[src/rtl/fir3_fast.sv]
module fir3_fast #(
  parameter int NTAPS = 12,
  parameter int DW = 8,
  parameter int CW = 8,
  parameter logic [NTAPS*CW-1:0] COEFS = 96'h05_80_7F_0A_F6_13_ED_22_DE_40_C0_01,
  parameter int OW = DW + CW + $clog2(NTAPS)
) (
  input  logic                 clk,
  input  logic                 rst_n,
  input  logic                 in_valid,
  input  logic signed [DW-1:0] x0,
  input  logic signed [DW-1:0] x1,
  input  logic signed [DW-1:0] x2,
  output logic                 out_valid,
  output logic signed [OW-1:0] y0,
  output logic signed [OW-1:0] y1,
  output logic signed [OW-1:0] y2
);

  localparam int M  = NTAPS / 3;
  localparam int SW = DW + 2;
  localparam int HW = CW + 2;
  localparam int IW = DW + CW + 5 + $clog2(M);

  function automatic logic signed [HW-1:0] phase_coef(int ph, int j);
    return HW'($signed(COEFS[(3*j+ph)*CW +: CW]));
  endfunction

  function automatic logic signed [HW-1:0] sub_coef(int k, int j);
    case (k)
      0: return phase_coef(0, j);
      1: return phase_coef(1, j);
      2: return phase_coef(2, j);
      3: return phase_coef(0, j) + phase_coef(1, j);
      4: return phase_coef(1, j) + phase_coef(2, j);
      default: return phase_coef(0, j) + phase_coef(1, j) + phase_coef(2, j);
    endcase
  endfunction

  logic signed [SW-1:0] xs [6];
  logic signed [IW-1:0] p  [6];

  assign xs[0] = SW'(x0);
  assign xs[1] = SW'(x1);
  assign xs[2] = SW'(x2);
  assign xs[3] = SW'(x0) + SW'(x1);
  assign xs[4] = SW'(x1) + SW'(x2);
  assign xs[5] = xs[3] + SW'(x2);

  for (genvar k = 0; k < 6; k++) begin : g_sub
    logic signed [IW-1:0] tap [M];
    logic signed [IW-1:0] r   [M];

    for (genvar j = 0; j < M; j++) begin : g_tap
      localparam logic signed [HW-1:0] HC = sub_coef(k, j);
      assign tap[j] = IW'(xs[k]) * IW'(HC) + r[j];
    end

    always_ff @(posedge clk) begin
      if (!rst_n) begin
        for (int j = 0; j < M; j++) r[j] <= '0;
      end else if (in_valid) begin
        for (int j = 0; j < M - 1; j++) r[j] <= tap[j+1];
      end
    end

    assign p[k] = tap[0];
  end

  logic signed [IW-1:0] t0, t1, t2, d2, dt2;

  assign t1 = p[3] - p[1];
  assign t2 = p[4] - p[1];
  assign t0 = p[0] - d2;

  always_ff @(posedge clk) begin
    if (!rst_n) begin
      d2        <= '0;
      dt2       <= '0;
      y0        <= '0;
      y1        <= '0;
      y2        <= '0;
      out_valid <= 1'b0;
    end else begin
      out_valid <= in_valid;
      if (in_valid) begin
        d2  <= p[2];
        dt2 <= t2;
        y0  <= OW'(t0 + dt2);
        y1  <= OW'(t1 - t0);
        y2  <= OW'(p[5] - t1 - t2);
      end
    end
  end

endmodule

[config.mk]
export PLATFORM = sky130hd
export DESIGN_NAME = fir3_fast
export DESIGN_NICKNAME = d
export VERILOG_FILES = /design/src/rtl/fir3_fast.sv
export SDC_FILE = /design/constraint.sdc
export NUM_CORES = 2
export LEC_CHECK = 0
export ABC_AREA = 1
export BUFFER_PORTS_ARGS = -buffer_cell sky130_fd_sc_hd__buf_2
export CORE_ASPECT_RATIO = 0.8
export CORE_MARGIN = 4
export CORE_UTILIZATION = 43
export CTS_BUF_LIST = sky130_fd_sc_hd__clkbuf_16
export CTS_CLUSTER_DIAMETER = 200
export CTS_CLUSTER_SIZE = 25
export DETAILED_ROUTE_END_ITERATION = 10
export SKIP_LAST_GASP = 1
export SLEW_MARGIN = 10
export SYNTH_ARGS = -nofsm -noshare
export SYNTH_HDL_FRONTEND = slang
export SYNTH_SLANG_ARGS = --single-unit
[constraint.sdc]
create_clock -name clk -period 9.8 [get_ports clk]
set_clock_uncertainty 0.2 [all_clocks]
set_input_delay 0.98 -clock clk [delete_from_list [all_inputs] [get_ports clk]]
set_output_delay 0.98 -clock clk [all_outputs]
set_load 0.02 [all_outputs]
==> summary.txt <==
Clock tree
  – Num CTS Buffers: 21
  – Clock latency on the worst-skew pair: between 0.6 and 0.7 ns
  – Clock-pin slew on the worst setup and hold paths: 0.11 ns
  – Maximum level of the CTS H-tree: 1
  – Clk sinks: 439
  – Clock Path Buffers: 3
  – CTS tree: built
  – Root buf cell: clkbuf_16

Cells and area
  – Share of layout cells above drive strength 1: approximately 5.5%
  – Final Non-Filler Cells: approximately 7,000
  – Area Growth Syn to Fin: 7.53%
  – Nets@finish: 6,655

Yosys
  – Net Count, Synth: 6,493
  – Largest cells by area after synthesis: edfxtp_1 22%, ha_1 21%, fa_1 13%, inv_1 9.1%, a21oi_1 5.9%
  – Synth unique cells: 62
  – Synth async-reset ratio: 0%
  – Area leader, netlist: edfxtp_1
  – Cells after Synth: 5,417
  – Synth top area share: 22.1%
  – Yosys reg bits: 439
  – Top cells by count, synth: 1,117 x inv_1, 762 x ha_1, 722 x nand2_1
  – Ys Warns: 0
  – EDFF count, synth: about 340
  – Post-synthesis sequential area ratio: a little over a quarter
  – Area of the mapped netlist: 45,900 sq um
  – Mean area per synthesized cell: 8.48 sq um
  – Most frequent cell after synthesis: inv_1
  – Top FF cell, synth: edfxtp_1

Critical path
  – CP peak stage delay: around 0.5 ns
  – Buf+Inv Stages, Crit Path: 7
  – Data required, critical path: 10.13 ns
  – CP max FO: 8
  – Family with the most delay on the worst path: adder cells
  – Highest-delay cell along the critical path: fa_1
  – Kind of critical path: in2reg
  – Worst setup EP type: register
  – Crit start category: input pin
  – Worst Path Arrival: 9.53 ns

Routing
  – Number of routed nets with antenna violations: 0
  – Drt pass-1 iters: 7
  – 1st-iter DRT viols: 2,922
  – Residual DRC: 0
  – Final wirelength: 126 mm
  – Vias per cell: 5.18
  – Routed len/inst: 17.9 microns
  – Via count: 36,277

Die
  – Initial Utilization: 43.6%
  – Rows: 106
  – Die W: 373 microns
  – DIE HEIGHT: 300 microns
  – Core outline area: roughly 110,000 sq um
  – Boundary Pins: slightly below 90
  – Die Area: 112,000 sq um

Timing
  – Final Hold Viols: 0
  – Fmax: 0.109 GHz
  – Max-slew headroom: between 30% and 40%
  – Worst-Margin Slew: 1.02 ns
  – Period utilization: 93.8%
  – Post-layout minimum cycle time: 9.20 ns
  – Final Max Tran Viols: 0
  – Unrepaired setup endpoints after global routing: no
  – # setup viols final: 0

Worst hold path
  – Hold Crit Class: reg2reg

Global route
  – GRT Util Overall: roughly 22%
  – First-pass GRT wire length: approximately 200 mm
  – Largest net degree at the start of global routing: 104
  – Total congestion overflow: 0
  – Vias in the first global route: around 34,000
  – Initial antenna violation count: 4

Run
  – Max-cap violations: 0

Place
  – Dpl cells: 6,960
  – Routability cong.: 0.963
  – HPWL after detailed placement: 103 mm
  – I/O Buffers: 87

Run status
  – Outcome: finished, final reports clean
timing repair:
action	CTS	global route
hold endpoints to repair	0	0
endpoints found under the setup margin	0	1
hold buffers	0	0
buffers inserted	0	0
resized for setup	0	2
final cells by class:
type / count / area, sq um
antenna: 1 / 2.50
timing repair buffer: 202 / 1300
multi-input combinational: 3793 / 29300
fill: 10400 / 55900
inverter: 1122 / 4220
tap: 1404 / 1760
sequential: 439 / 12200
clock inverter: 17 / 81.3
clock buffer: 21 / 526
worst reg2reg max path, delay by kind of cell, from the launching register on:
kind	cells	cell delay, ns
flops	1	0.39
xor+xnor	3	0.68
fa+ha+maj	11	4.38
compound gates	5	0.85
buf+inv	4	0.32
simple gates	14	1.69
cells in the final DEF (no fill, tap or decap), types with 6 or more instances in the layout:
cell          n
a21boi_0     11
inv_1      1130
o21a_1       52
fa_1        287
nand2_1     721
o21ai_0     348
o21ai_1      30
and3_1        7
buf_4       115
a22o_1       19
buf_2        87
nor3b_1       7
ha_1        762
nand3b_1      9
clkbuf_16    21
xnor2_1      74
nand3_2      10
nand3_1     134
nor4_1        7
xor2_1      122
a32o_1        7
o21bai_1     31
dfxtp_1     101
a21o_1       20
or2_2        20
nand4_1      31
a31oi_1      29
and2_1        9
o211ai_1     14
nor3_1       37
nor2_1      365
nand2_2      14
a211oi_1      6
a21oi_1     543
o31ai_1      20
edfxtp_1    338
per-stage QoR:
| step | instance area [sq um] | hold WS (ns) | setup WS (ns) | util [%] | setup TNS, ns |
|---|---|---|---|---|---|
| 2_1_floorplan | 45900 | 0.233 | 0.379 | - | 0 |
| 5_1_grt | 49400 | 0.278 | 0.0238 | 46.9 | 0 |
| 3_5_place_dp | 48800 | 0.239 | -0.0435 | 46.3 | -0.0435 |
| 6_report | 49400 | 0.256 | 0.605 | 46.9 | 0 |
| 4_1_cts | 49400 | 0.262 | 0.569 | 46.9 | 0 |
| 3_3_place_gp | 48800 | 0.236 | 0.130 | 46.3 | 0 |
path summary, 6_finish.rpt:
check / startpoint / to / slack (ns) / depth (start not counted)
setup / recovery: x1[0] / y2[19]$_SDFFE_PN0P_ / 0.60 / 43
hold / removal: y0[14]$_SDFFE_PN0P_ / y0[14]$_SDFFE_PN0P_ / 0.26 / 2
setup reg to reg: g_sub[1].r[0][6]$_SDFFCE_PN0P_ / y2[19]$_SDFFE_PN0P_ / 1.25 / 37
hold reg to reg: y0[14]$_SDFFE_PN0P_ / y0[14]$_SDFFE_PN0P_ / 0.26 / 2
cell families after synthesis:
logic type | Yosys count | synth area share, %
and+or+nand+nor | 1388 | 12.7
buffers and inverters | 1185 | 9.70
AOI/OAI and AO/OA | 1158 | 14.0
adders and majority gates | 1049 | 33.3
DFF | 439 | 26.5
xor gates and xnor gates | 197 | 3.77
muxes | 1 | 0.0218
registers in the layout, indices dropped and copies added, names as in the netlist:
register   cells
out_valid      1
g_sub.r      338
dt2           20
y0            20
y1            20
y2            20
d2            20
routing by layer:
layer | vias up | GRT usage, % | wire length, microns
li1 | 18183 | - | -
met1 | 17121 | 34.4 | 64200
met2 | 873 | 33.4 | 52500
met3 | 98 | 2.44 | 6880
met4 | 2 | 3.50 | 1980
met5 | - | 0 | 7
Power is left out: the tool's default activity adds up to more than one toggle a clock period on the data nets, which glitch-free logic cannot reach.
